## config.mk

```make
export PLATFORM = sky130hd
export DESIGN_NAME = soft_mute_ramp
export DESIGN_NICKNAME = d
export VERILOG_FILES = /design/src/rtl/soft_mute_pkg.sv /design/src/rtl/smr_sync.sv /design/src/rtl/smr_ramp.sv /design/src/rtl/smr_scale.sv /design/src/rtl/soft_mute_ramp.sv
export SDC_FILE = /design/constraint.sdc
export NUM_CORES = 1
export LEC_CHECK = 0
export BUFFER_PORTS_ARGS = -buffer_cell sky130_fd_sc_hd__buf_4
export CAP_MARGIN = 15
export CELL_PAD_IN_SITES_DETAIL_PLACEMENT = 0
export CELL_PAD_IN_SITES_GLOBAL_PLACEMENT = 1
export CORE_ASPECT_RATIO = 1.2
export CORE_MARGIN = 5
export CORE_UTILIZATION = 35
export DETAILED_ROUTE_END_ITERATION = 16
export PLACE_DENSITY = 0.59
export SYNTH_ARGS = -nofsm -noshare
export SYNTH_HDL_FRONTEND = slang
export SYNTH_SLANG_ARGS = --single-unit
```

## constraint.sdc

```tcl
create_clock -name clk -period 8.8 [get_ports clk]
set_input_delay 0 -clock clk [delete_from_list [all_inputs] [get_ports clk]]
set_output_delay 0 -clock clk [all_outputs]
set_load 0.02 [all_outputs]
```

## src/rtl/soft_mute_pkg.sv

```systemverilog
// Shared types for the soft mute ramp.
// Assumes nothing beyond IEEE 1800-2017 synthesizable subset.
package soft_mute_pkg;

    // Direction the gain counter takes on the next sample strobe.
    typedef enum logic [1:0] {
        RAMP_HOLD = 2'd0,
        RAMP_UP   = 2'd1,
        RAMP_DOWN = 2'd2
    } ramp_dir_e;

endpackage

```

## src/rtl/smr_sync.sv

```systemverilog
// Level synchronizer for an asynchronous control pin.
// Assumes the pin is a slow level; no pulse capture is attempted.
module smr_sync #(
    parameter int   STAGES  = 2,
    parameter logic RST_VAL = 1'b0
) (
    input  logic clk,
    input  logic rst_n,
    input  logic d,
    output logic q
);

    generate
        if (STAGES <= 1) begin : g_single
            logic flop_q;

            // Capture the pin in a single flop.
            always_ff @(posedge clk) begin
                if (!rst_n) flop_q <= RST_VAL;
                else        flop_q <= d;
            end

            assign q = flop_q;
        end else begin : g_chain
            logic [STAGES-1:0] pipe_q;

            // Shift the pin through the synchronizer chain.
            always_ff @(posedge clk) begin
                if (!rst_n) pipe_q <= {STAGES{RST_VAL}};
                else        pipe_q <= {pipe_q[STAGES-2:0], d};
            end

            assign q = pipe_q[STAGES-1];
        end
    endgenerate

endmodule

```

## src/rtl/smr_ramp.sv

```systemverilog
// Gain counter for the soft mute ramp.
// Moves one LSB per sample strobe toward a target that is zero while
// muted, or the clamped programmed code otherwise. Unity is 2**GAIN_W.
// Assumes mute_s is already synchronous to clk.
module smr_ramp
    import soft_mute_pkg::*;
#(
    parameter int GAIN_W = 10,
    localparam int CNT_W = GAIN_W + 1
) (
    input  logic             clk,
    input  logic             rst_n,
    input  logic             stb,
    input  logic             mute_s,
    input  logic [CNT_W-1:0] att_set,
    output logic [CNT_W-1:0] gain_q
);

    localparam logic [CNT_W-1:0] UNITY = CNT_W'(1) << GAIN_W;

    logic [CNT_W-1:0] set_clamped;
    logic [CNT_W-1:0] target;
    ramp_dir_e        dir;

    // Clamp the programmed code to unity and pick the target from mute.
    always_comb begin
        set_clamped = (att_set > UNITY) ? UNITY : att_set;
        target      = mute_s ? set_clamped : '0;
    end

    // Decide which way the counter steps on the next strobe.
    always_comb begin
        if (gain_q < target)      dir = RAMP_UP;
        else if (gain_q > target) dir = RAMP_DOWN;
        else                      dir = RAMP_HOLD;
    end

    // Advance the gain counter by one step per strobe.
    always_ff @(posedge clk) begin
        if (!rst_n) begin
            gain_q <= '0;
        end else if (stb) begin
            unique case (dir)
                RAMP_UP:   gain_q <= gain_q + 1'b1;
                RAMP_DOWN: gain_q <= gain_q - 1'b1;
                default:   gain_q <= gain_q;
            endcase
        end
    end


    gain_idle_chk: assert property (@(posedge clk) disable iff (!rst_n)
        !stb |=> $stable(gain_q));


    gain_step_chk: assert property (@(posedge clk) disable iff (!rst_n)
        stb |=> ((gain_q == $past(gain_q)) ||
                 (gain_q == $past(gain_q) + 1'b1) ||
                 (gain_q == $past(gain_q) - 1'b1)));


    gain_range_chk: assert property (@(posedge clk) disable iff (!rst_n)
        gain_q <= UNITY);


    mute_fall_chk: assert property (@(posedge clk) disable iff (!rst_n)
        (stb && !mute_s && gain_q != '0) |=> (gain_q == $past(gain_q) - 1'b1));

endmodule

```

## src/rtl/smr_scale.sv

```systemverilog
// One channel of the gain multiply: out = sat(floor(din * gain / 2**GAIN_W)).
// Registers the result on the sample strobe and holds it otherwise.
// Assumes gain never exceeds 2**GAIN_W, but saturates regardless.
module smr_scale #(
    parameter int DATA_W = 18,
    parameter int GAIN_W = 10,
    localparam int CNT_W  = GAIN_W + 1,
    localparam int PROD_W = DATA_W + CNT_W + 1
) (
    input  logic                     clk,
    input  logic                     rst_n,
    input  logic                     stb,
    input  logic signed [DATA_W-1:0] din,
    input  logic        [CNT_W-1:0]  gain,
    output logic signed [DATA_W-1:0] dout
);

    localparam logic [CNT_W-1:0] UNITY = CNT_W'(1) << GAIN_W;
    localparam logic signed [PROD_W-1:0] SAT_HI =
        {{(PROD_W-DATA_W+1){1'b0}}, {(DATA_W-1){1'b1}}};
    localparam logic signed [PROD_W-1:0] SAT_LO =
        {{(PROD_W-DATA_W+1){1'b1}}, {(DATA_W-1){1'b0}}};

    logic signed [PROD_W-1:0] prod;
    logic signed [PROD_W-1:0] shifted;
    logic signed [DATA_W-1:0] sat_val;

    // Multiply by the unsigned gain and drop the fraction toward minus infinity.
    always_comb begin
        prod    = PROD_W'(din) * $signed({1'b0, gain});
        shifted = prod >>> GAIN_W;
    end

    // Clip the scaled value into the sample range.
    always_comb begin
        if (shifted > SAT_HI)      sat_val = SAT_HI[DATA_W-1:0];
        else if (shifted < SAT_LO) sat_val = SAT_LO[DATA_W-1:0];
        else                       sat_val = shifted[DATA_W-1:0];
    end

    // Register the scaled sample once per strobe.
    always_ff @(posedge clk) begin
        if (!rst_n)   dout <= '0;
        else if (stb) dout <= sat_val;
    end


    zero_gain_chk: assert property (@(posedge clk) disable iff (!rst_n)
        (stb && gain == '0) |=> (dout == '0));


    unity_pass_chk: assert property (@(posedge clk) disable iff (!rst_n)
        (stb && gain == UNITY) |=> (dout == $past(din)));


    out_hold_chk: assert property (@(posedge clk) disable iff (!rst_n)
        !stb |=> $stable(dout));

endmodule

```

## src/rtl/soft_mute_ramp.sv

```systemverilog
// Top of the soft mute ramp: synchronizes the mute pin, runs the shared
// gain counter and scales both channels with the pre-step gain.
// Assumes smp_stb is a single-cycle pulse, at most once per clock.
module soft_mute_ramp #(
    parameter int DATA_W      = 18,
    parameter int GAIN_W      = 10,
    parameter int SYNC_STAGES = 2
) (
    input  logic                     clk,
    input  logic                     rst_n,
    input  logic                     smp_stb,
    input  logic                     mute_n,
    input  logic [GAIN_W:0]          att_set,
    input  logic signed [DATA_W-1:0] din_l,
    input  logic signed [DATA_W-1:0] din_r,
    output logic signed [DATA_W-1:0] dout_l,
    output logic signed [DATA_W-1:0] dout_r,
    output logic [GAIN_W:0]          att_cur
);

    localparam int NUM_CH = 2;

    logic                     mute_s;
    logic [GAIN_W:0]          gain_q;
    logic signed [DATA_W-1:0] ch_in  [NUM_CH];
    logic signed [DATA_W-1:0] ch_out [NUM_CH];

    smr_sync #(
        .STAGES  (SYNC_STAGES),
        .RST_VAL (1'b0)
    ) u_mute_sync (
        .clk   (clk),
        .rst_n (rst_n),
        .d     (mute_n),
        .q     (mute_s)
    );

    smr_ramp #(
        .GAIN_W (GAIN_W)
    ) u_ramp (
        .clk     (clk),
        .rst_n   (rst_n),
        .stb     (smp_stb),
        .mute_s  (mute_s),
        .att_set (att_set),
        .gain_q  (gain_q)
    );

    assign ch_in[0] = din_l;
    assign ch_in[1] = din_r;

    generate
        for (genvar ch = 0; ch < NUM_CH; ch++) begin : g_ch
            smr_scale #(
                .DATA_W (DATA_W),
                .GAIN_W (GAIN_W)
            ) u_scale (
                .clk   (clk),
                .rst_n (rst_n),
                .stb   (smp_stb),
                .din   (ch_in[ch]),
                .gain  (gain_q),
                .dout  (ch_out[ch])
            );
        end
    endgenerate

    assign dout_l  = ch_out[0];
    assign dout_r  = ch_out[1];
    assign att_cur = gain_q;


    reset_zero_chk: assert property (@(posedge clk)
        !rst_n |=> (att_cur == '0 && dout_l == '0 && dout_r == '0));

endmodule

```

==> metrics.md, run 1 <==
| Metric | Value |
|---|---|
| Min Tclk post-route | `7.12 ns` |
| Number of antenna violations at the first check in global routing | `0` |
| Syn Inst Count | `1955` |
| Worst Path Arrival | `7.29 ns` |
| Input/output buffers | `97` |
| Final Skew | `0.00897 ns` |
| Outcome | `finished, final reports clean` |
| Clock Tree Buf Depth | `2` |
| Worst-path maximum fanout | `27` |
| Max-cap violation count | `0` |
| Post-synth top area share | `43.2%` |
| CTS tree | `yes` |
| Vias per inst | `4.72` |
| Synth Register Bits | `49` |
| Die Area | `51800 µm²` |
| Mapped Nets | `2507` |
| Maximum clock frequency | `140 MHz` |
| Hold crit path type | `in -> reg` |
| Total global-route track usage | `17.4%` |
| CTS buffer count | `5` |
| Clk sink count | `49` |
| Worst path required time | `8.97 ns` |
| Max_slew headroom | `32.2%` |
| Biggest area consumer among synthesized cells | `fa_1` |
| N_diodes | `0` |
| TNS Setup | `0 ns` |
| Post-route DRC | `0` |
| Register area share after synthesis | `5.93%` |
| Final Non-Filler Cells | `2602` |
| Vias in the first global route | `13.5k` |
| CTS root buffer | `clkbuf_16` |
| Synth Flop Type | `dfxtp_1` |
| Dpl cells | `2594` |
| Cell variety after synth | `65` |
| DRT Wirelength | `43400 µm` |
| Die height | `248 µm` |
| Clk_lat worst skew | `0.31 ns` |
| DRT antenna net count | `0` |
| Core area | `46900 µm²` |
| RSZ-0062 raised after global routing | `no` |
| Largest net degree at the start of global routing | `42` |
| Post-CTS sizing | `0` |
| Slew Limit Fails | `0` |
| Avg Inst Size Synth | `8.47 µm²` |
| Dpl hpwl | `36200 µm` |
| Placer Congestion | `0.805` |
| Detailed-route via count | `12.3k` |
| Die Wd | `209 µm` |
| Initial Utilization | `35.3%` |
| Fin nets | `2531` |
| Clock transition at the registers of the reported paths | `0.08 ns` |
| Crit path kind | `reg -> reg` |
| CP Launch Type | `register` |
| Worst-Margin Slew | `1.02 ns` |
| # Post-CTS Setup Buffers | `0` |
| Netlist Area Pre-Place | `16600 µm²` |
| Router iterations before antenna repair | `5` |
| Critical Path End Type | `register` |
| Final Setup Violations | `0` |
| Global-route wire length before repair | `72900 µm` |
| Initial DRC count | `407` |
| DR WL/cell | `16.7 µm` |
| FFs w/ async S/R, synth | `0%` |
| Synth warn | `0` |
| Area grow syn2layout | `8.41%` |
| H-tree Lvls | `2` |
| Number of synthesized flops with an enable pin | `0` |
| Cell row count | `87` |
| Period utilisation layout | `81.0%` |
| Top cells by area, synth | `fa_1 43%, inv_1 11%, ha_1 11%` |
| Hold Fails Final Rpt | `0` |
| Grt ovf | `0` |
| Share of cells above drive strength 1 | `7.38%` |
| Ports | `98` |
[stage by stage]
step           hold slack, ns  worst slack (ns)  cell area, µm²  util, %
5_1_grt                 0.177              1.22           17900     38.3
6_report                0.164              1.68           17900     38.3
3_3_place_gp            0.212              1.69           17800     37.9
2_1_floorplan           0.127              2.51           16600        -
4_1_cts                 0.154              1.58           17900     38.3
3_5_place_dp            0.218              1.58           17800     37.9
[area by class of cell]
class,count,area [µm²]
well taps,623,779
flip-flops and latches,49,983
inverters,492,1850
clock inverters,1,7.51
multi-input cells,1319,13300
clock buffers,6,139
repair buffers,112,843
fillers,4878,29000
[final timing paths]
check	startpoint	endpoint	slack, ns	depth (start not counted)
max	u_ramp.gain_q[3]	g_ch[1].u_scale.dout[7]	1.68	20
min	rst_n	g_ch[0].u_scale.dout[14]	0.16	3
max reg2reg	u_ramp.gain_q[3]	g_ch[1].u_scale.dout[7]	1.68	20
min reg2reg	u_mute_sync.g_chain.pipe_q[0]	u_mute_sync.g_chain.pipe_q[1]	0.47	1
[registers in the layout, summed over array words and instances, names as in the netlist]
signal and cells:
u_ramp.gain_q 11, u_mute_sync.g_chain.pipe_q 2, g_ch.u_scale.dout 36
[routing by layer]
layer	global-route usage (%)	up-vias	share of wire, %
met5	0	-	0
li1	-	5834	-
met1	21.7	6254	43
met4	2.84	0	1.7
met2	33.1	152	53
met3	1.91	38	2.5
[cells by family after synthesis]
family,after synthesis,synth area share [%]
AO/OA/AOI/OAI,209,8.34
XOR/XNOR,45,2.38
adder cells (fa/ha/maj),501,54.1
buffers and inverters,587,13.4
flip-flops,49,5.93
multiplexers,9,0.544
AND/OR/NAND/NOR,555,15.3
[synth_stat cells, drive strengths merged, types with 3 or more instances]
cell and number:
a21oi 62, nand2b 6, dfxtp 49, o21ai 65, nor2 34, xnor2 33, o21bai 4, and3 5
o21a 5, a31oi 6, nor3 7, o31ai 4, nand4b 3, a211o 5, o211ai 6, inv 492
xor2 12, buf 14, a21o 24, and4 3, o311ai 3, or2 4, mux2i 9, and2 108
o2bb2ai 3, nand3 15, a21boi 3, or3 10, nor2b 9, nand4 8, clkbuf 81, ha 144
nand2 340, fa 357
[timing repair]
item,CTS,global route
hold buffers,1,0
hold endpoints to repair,1,0
endpoints found under the setup margin,0,0
[critical path, stage by stage, from the launching register on]
cell and delay [ns]:
dfxtp_1 0.98, buf_4 0.38, nand2_1 0.17, fa_1 0.49
inv_1 0.23, fa_1 0.49, fa_1 0.53, fa_1 0.50
inv_1 0.05, fa_1 0.48, inv_1 0.04, ha_1 0.33
a21o_1 0.20, a21o_1 0.18, a21o_1 0.19, a21o_1 0.19
a21oi_1 0.27, o21ai_2 0.10, a311o_1 0.41, a31oi_4 0.57
a21oi_1 0.15
[layout by cell type (no fill, tap or decap), types with 4 or more instances in the layout]
cell       synthesis  final
inv_1            492    492
fa_1             357    357
nand2_1          340    340
ha_1             144    144
buf_4              0    111
and2_1           108    108
o21ai_0           64     64
a21oi_1           52     52
dfxtp_1           49     47
nor2_1            34     34
xnor2_1           33     33
a21o_1            24     24
nand3_1           15     15
xor2_1            12     12
or3_1             10     10
a21oi_2           10     10
nor2b_1            9      9
mux2i_1            9      9
nand4_1            8      8
nor3_1             6      6
nand2b_1           6      6
a211o_1            5      5
and3_1             5      5
o211ai_1           5      5
clkbuf_16          0      5
o21a_1             4      4
o21bai_1           4      4
a31oi_1            4      4
Power of run 1 is not shown: default switching activity piles up to over one toggle a cycle in this logic, so the estimate is an artifact.
==> inputs of run 2 (changes only) <==
ABC_AREA = 1   (was not set)
PLACE_DENSITY = 0.63   (was 0.59)
clock period = 6.15 ns   (was 8.8 ns; I/O delays follow)
==> run 2 against run 1 <==
Core utilization is 0.054 points higher. Synthesized area is 8.8% higher. Die area is 8.4% higher. Count of clock-buffer cells in the layout stayed put. First-iteration DRC count is 23% higher.
==> metrics.md, run 2 <==
| Metric | Value |
|---|---|
| Final Skew | `0.0116 ns` |
| Worst-path maximum fanout | `17` |
| Die Wd | `217 µm` |
| Post-synth top area share | `39.7%` |
| CP top delay family | `adder cells` |
| Final Setup Violations | `0` |
| Detailed-route via count | `14.6k` |
| DRT Wirelength | `51100 µm` |
| Most common cell after layout, fill and taps aside | `inv_1` |
| # fillers | `5405` |
| Vias in the first global route | `16.1k` |
| Biggest area consumer among synthesized cells | `fa_1` |
| Worst Path Arrival | `5.96 ns` |
| Synth cell count leaders | `673 x inv_1, 631 x nand2_1, 357 x fa_1` |
| Ports | `98` |
| CP Depth | `22` |
| Top flop regs | `g_ch.u_scale.dout x36, u_ramp.gain_q x11, u_mute_sync.g_chain.pipe_q x2` |
| Period utilisation layout | `92.7%` |
| Crit path kind | `reg -> reg` |
| Reg2reg path depth | `22` |
| TNS Setup | `0 ns` |
| Global-route wire length before repair | `85000 µm` |
| Area grow syn2layout | `8.93%` |
| Core area | `51200 µm²` |
| Commonest non-fill, non-tap cells in the layout | `673 x inv_1, 631 x nand2_1, 357 x fa_1` |
| Post-placement cell area | `19500 µm²` |
| Max_slew headroom | `38.5%` |
| Share of cells above drive strength 1 | `9.01%` |
| Initial Utilization | `35.2%` |
| Max reg flops | `36` |
| Most used cell, CP | `nand2_1` |
| Most frequent cell after synthesis | `inv_1` |
| Post-route DRC | `0` |
| CTS tree | `yes` |
| RSZ-0062 raised after global routing | `no` |
| Clock Tree Buf Depth | `2` |
| Cell variety after synth | `42` |
| Netlist Area Pre-Place | `18000 µm²` |
| Cell row count | `91` |
| Outcome | `finished, final reports clean` |
| Fin nets | `3005` |
| Min Tclk post-route | `5.70 ns` |
| Register-to-register setup slack | `0.45 ns` |
| Synth warn | `0` |
| DRT antenna net count | `0` |
| Synth Register Bits | `49` |
| Number of synthesized flops with an enable pin | `0` |
| # Post-CTS Setup Buffers | `0` |
| Top cells by area, synth | `fa_1 40%, inv_1 14%, nand2_1 13%` |
| Critical Path Start | `u_ramp.gain_q[8]` |
| DR WL/cell | `16.5 µm` |
| Register area share after synthesis | `5.44%` |
| Syn Inst Count | `2416` |
| Dpl hpwl | `43900 µm` |
| Synth Flop Type | `dfxtp_1` |
| Total global-route track usage | `18.9%` |
| Grt ovf | `0` |
| Reg with most FFs | `g_ch.u_scale.dout` |
| Worst path required time | `6.40 ns` |
| Router iterations before antenna repair | `5` |
| CTS root buffer | `clkbuf_16` |
| H-tree Lvls | `2` |
| FFs w/ async S/R, synth | `0%` |
| Vias per inst | `4.70` |
| Final setup margin | `0.447 ns` |
| Clk_lat worst skew | `0.32 ns` |
| Crit path to | `g_ch[1].u_scale.dout[12]` |
| Clk sink count | `49` |
| Mapped Nets | `2968` |
| Max-cap violation count | `0` |
| Reg-to-reg critical path startpoint | `u_ramp.gain_q[8]` |
| Die Area | `56100 µm²` |
| Maximum clock frequency | `175 MHz` |
| Design Area, Final | `19600 µm²` |
| CTS buffer count | `5` |
| Hold Fails Final Rpt | `0` |
| Hold crit path type | `in -> reg` |
| Critical Path End Type | `register` |
| CP Launch Type | `register` |
| Largest net degree at the start of global routing | `49` |
| Avg Inst Size Synth | `7.46 µm²` |
| Combined area of the multi-input logic cells | `14100 µm²` |
| Worst-Margin Slew | `0.922 ns` |
| Number of antenna violations at the first check in global routing | `1` |
| Slew Limit Fails | `0` |
| Post-placement setup slack | `0.200 ns` |
| CP max stage delay | `0.57 ns` |
| CP cell instances | `buf_4 -> nand2_1 -> fa_1 -> inv_1 -> fa_1 -> fa_1 -> fa_1 -> inv_1 -> fa_1 -> inv_1 -> ha_1 -> a21oi_1 -> o21ai_0 -> nand2_1 -> nand2_1 -> a21oi_1 -> nand2_1 -> nand2_1 -> nand3_2 -> nand2_4 -> nand2_1 -> a21oi_1` |
| Die height | `259 µm` |
| Clock transition at the registers of the reported paths | `0.08 ns` |
| RR Endpoint | `g_ch[1].u_scale.dout[12]` |
| Input/output buffers | `97` |
| Initial DRC count | `499` |
| Worst Path Buf+Inv | `4` |
| Sequential Area | `997 µm²` |
| Placer Congestion | `0.881` |
| Crit path max-delay cell type | `dfxtp_2` |
## run 2: how the worst min path moves through the flow
stage | start | to | slack (ns) | cells past startpoint
after floorplan | mute_n | u_mute_sync.g_chain.pipe_q[0] | 0.1 | 2
after global placement | mute_n | u_mute_sync.g_chain.pipe_q[0] | 0.19 | 3
after detailed placement | mute_n | u_mute_sync.g_chain.pipe_q[0] | 0.19 | 3
after CTS | rst_n | u_mute_sync.g_chain.pipe_q[1] | 0.14 | 3
after global routing | rst_n | u_mute_sync.g_chain.pipe_q[0] | 0.19 | 3
final | rst_n | u_mute_sync.g_chain.pipe_q[1] | 0.15 | 3
## run 2: kinds of logic (layout without fill, tap and decap cells)
family / count (synthesis) / after routing / synth area share (%)
and+or+nand+nor: 826 / 826 / 18.9
buffers and inverters: 770 / 808 / 16.4
adders and majority gates: 501 / 501 / 49.7
AOI/OAI and AO/OA: 219 / 219 / 7.08
xor gates and xnor gates: 51 / 51 / 2.48
DFF: 49 / 49 / 5.44
other: 0 / 1 / 0
## run 2: per-stage QoR
stage	std cells	utilization, %	hold slack (ns)
6_report	3106	38.3	0.154
5_1_grt	3105	38.3	0.190
4_1_cts	3105	38.3	0.136
3_5_place_dp	3096	38.0	0.191
3_3_place_gp	3096	38.0	0.188
2_1_floorplan	2416	-	0.0976
## run 2: tightest hold or removal path, delay by kind of cell
family / cells / cell delay [ns]
buffers and inverters: 2 / 0.28
and+or+nand+nor: 1 / 0.12
## run 2: layout make-up
| cell class | count | share of cell area, % |
|---|---|---|
| clock buffer | 6 | 0.708 |
| clock inverter | 2 | 0.0701 |
| timing repair buffer | 125 | 5.30 |
| sequential | 49 | 5.08 |
| tap | 651 | 4.15 |
| antenna | 1 | 0.0127 |
| multi-input combinational | 1597 | 71.8 |
| inverter | 675 | 12.9 |
## run 2: what timing repair did
item,CTS,global route
gates resized for setup,0,2
hold endpoints to repair,1,0
hold buffers,1,0
setup endpoints to repair,0,34
## run 2: metal layers
layer / GRT usage, % / wire length (µm)
met3: 1.87 / 1260
met2: 37.9 / 28700
met4: 5.06 / 1540
met5: 0 / 0
met1: 21.0 / 19600
Power of run 2 is left out for the same reason.
==> inputs of run 3 (changes only) <==
SYNTH_HIERARCHICAL = 1   (was not set)
clock period = 5 ns   (was 6.15 ns; I/O delays follow)
==> run 3 against run 2 <==
The run now ends with setup timing left. Sequential cell count is the same. Die area grew 1.7%. Design area grew 20%. Setup slack lost 0.70 ns. Via count grew 8.1%. Core utilization grew 6.6 points. Synthesized area grew 1.7%. Sequential share of layout area shrank 0.78 points. Critical path depth grew 2. Fmax grew 8.6%. Count of clock-buffer cells in the layout shrank 1. Routed wire length grew 8.0%. Critical endpoint is now g_ch[0].u_scale/dout[3]. Largest cell class unchanged. Highest routed layer unchanged.
==> metrics.md, run 3 <==
| Metric | Value |
|---|---|
| Vias in the first global route | `17.8k` |
| Sequential Area | `1010 µm²` |
| Number of antenna violations at the first check in global routing | `0` |
| Largest net degree at the start of global routing | `50` |
| DRT antenna net count | `0` |
| TNS Setup | `-6.73 ns` |
| Top flop regs | `g_ch.u_scale/dout x36, u_ramp/gain_q x11, u_mute_sync/g_chain.pipe_q x2` |
| Commonest non-fill, non-tap cells in the layout | `650 x inv_1, 564 x nand2_1, 339 x fa_1` |
| Max-cap violation count | `0` |
| Worst-path maximum fanout | `6` |
| Outcome | `finished with violations` |
| Max_slew headroom | `65.9%` |
| Input/output buffers | `97` |
| Reg with most FFs | `g_ch.u_scale/dout` |
| Ports | `98` |
| CTS root buffer | `clkbuf_16` |
| Cell row count | `92` |
| Worst Path Arrival | `5.46 ns` |
| Netlist Area Pre-Place | `18300 µm²` |
| N_diodes | `0` |
| Final Skew | `0.00858 ns` |
| Most frequent cell after synthesis | `inv_1` |
| Synth warn | `6` |
| Vias per inst | `4.62` |
| Hold crit path type | `in -> reg` |
| Mapped Nets | `2995` |
| Router iterations before antenna repair | `5` |
| Clk_lat worst skew | `0.31 ns` |
| Core Util, Final | `44.9%` |
| Placer Congestion | `0.867` |
| Synth Register Bits | `49` |
| Fin Hold WS | `0.173 ns` |
| Syn Inst Count | `2443` |
| Worst-Margin Slew | `0.511 ns` |
| Critical Path End Type | `register` |
| Share of cells above drive strength 1 | `27.1%` |
| Reg-to-reg critical path startpoint | `u_ramp/gain_q[3]` |
| DRT Wirelength | `55200 µm` |
| Maximum clock frequency | `190 MHz` |
| Cell variety after synth | `47` |
| Worst path required time | `5.21 ns` |
| RSZ-0062 raised after global routing | `yes` |
| DR WL/cell | `16.1 µm` |
| Die height | `261 µm` |
| Clock transition at the registers of the reported paths | `0.08 ns` |
| Hold path startpoint | `rst_n` |
| Final setup margin | `-0.251 ns` |
| Core area | `52300 µm²` |
| Clk sink count | `49` |
| Max reg flops | `36` |
| # fillers | `5358` |
| Synth cell count leaders | `681 x inv_1, 628 x nand2_1, 357 x fa_1` |
| Detailed-route via count | `15.8k` |
| Biggest area consumer among synthesized cells | `fa_1` |
| Most common cell after layout, fill and taps aside | `inv_1` |
| Grt ovf | `0` |
| Die Wd | `219 µm` |
| Crit path kind | `reg -> reg` |
| Register area share after synthesis | `5.35%` |
| Hold Fails Final Rpt | `0` |
| Total global-route track usage | `20.0%` |
| Min Tclk post-route | `5.25 ns` |
| Initial Utilization | `35.1%` |
| Post-synth top area share | `39.0%` |
| Slew Limit Fails | `0` |
| CTS tree | `yes` |
| Post-route DRC | `0` |
| Period utilisation layout | `105%` |
| Failing checks | `setup timing` |
| Clock Tree Buf Depth | `2` |
| Synth Flop Type | `dfxtp_1` |
| Critical Path Start | `u_ramp/gain_q[3]` |
| Initial DRC count | `607` |
| Avg Inst Size Synth | `7.50 µm²` |
| FFs w/ async S/R, synth | `0%` |
| Number of synthesized flops with an enable pin | `0` |
| Final Setup Violations | `35` |
| Top cells by area, synth | `fa_1 39%, inv_1 14%, nand2_1 13%` |
| CTS buffer count | `5` |
| Dpl hpwl | `46500 µm` |
| Fin nets | `3268` |
| Combined area of the multi-input logic cells | `15700 µm²` |
| H-tree Lvls | `2` |
| CP Launch Type | `register` |
| Global-route wire length before repair | `91100 µm` |
| Die Area | `57100 µm²` |
| Area grow syn2layout | `28.0%` |
## run 3: logic make-up (layout without fill, tap and decap cells)
family                   count (synthesis)  after routing  synth area share (%)
AO/OA/AOI/OAI                          209            209                  6.93
AND/OR/NAND/NOR                        858            861                  20.1
flip-flops                              49             49                  5.35
buffers and inverters                  781           1052                  16.7
adder cells (fa/ha/maj)                501            501                  48.8
XOR/XNOR                                45             45                  2.15
## run 3: cell type report
class	instances	area share, %
sequential	49	4.30
timing repair buffer	356	13.5
clock inverter	3	0.107
clock buffer	5	0.533
tap	705	3.76
multi-input combinational	1616	66.8
inverter	688	11.0
## run 3: path summary, 6_finish.rpt
kind,to,slack (ns),cells past startpoint
setup reg to reg,g_ch[0].u_scale/dout[3],-0.25,24
setup / recovery,g_ch[0].u_scale/dout[3],-0.25,24
hold reg to reg,u_mute_sync/g_chain.pipe_q[1],0.43,2
hold / removal,u_mute_sync/g_chain.pipe_q[1],0.17,3
## run 3: layer usage
metal	GRT usage, %	share of wire (%)	up-vias
met3	0.998	1.9	121
li1	-	-	7597
met5	0	0	-
met4	8.50	5.2	0
met1	21.7	37	7835
met2	39.9	56	246
## run 3: repair_timing
| action | in CTS | in global routing |
|---|---|---|
| gates resized for setup | 79 | 146 |
| hold buffers | 1 | 0 |
| cloned | 5 | 2 |
| setup endpoints to repair | 36 | 36 |
| pin swaps | 41 | 48 |
| setup buffers | 36 | 9 |
| endpoints found under the hold margin | 1 | 0 |
## run 3: metrics by stage
| step | cell area, µm² | cells | worst slack [ns] |
|---|---|---|---|
| 2_1_floorplan | 19200 | 2443 | 0.000440 |
| 3_3_place_gp | 21900 | 3365 | -0.389 |
| 3_5_place_dp | 21900 | 3365 | -0.464 |
| 4_1_cts | 22900 | 3414 | -0.249 |
| 5_1_grt | 23500 | 3422 | -0.446 |
| 6_report | 23500 | 3422 | -0.251 |
## run 3: critical path, cell delays in order (launching register included)
cell,delay (ns)
dfxtp_4,0.40
buf_12,0.16
nand2_4,0.06
inv_2,0.05
fa_2,0.70
fa_2,0.51
fa_1,0.52
inv_1,0.05
fa_1,0.49
fa_1,0.54
inv_1,0.06
ha_4,0.29
nand2_4,0.06
nor2_4,0.12
nand2_4,0.08
nor3_4,0.19
nand2_4,0.09
nand2_2,0.08
nand2_1,0.04
nand2_1,0.06
nand3_2,0.08
a21oi_4,0.18
buf_6,0.14
clkbuf_16,0.14
a21oi_2,0.05
Power of run 3 is left out for the same reason.
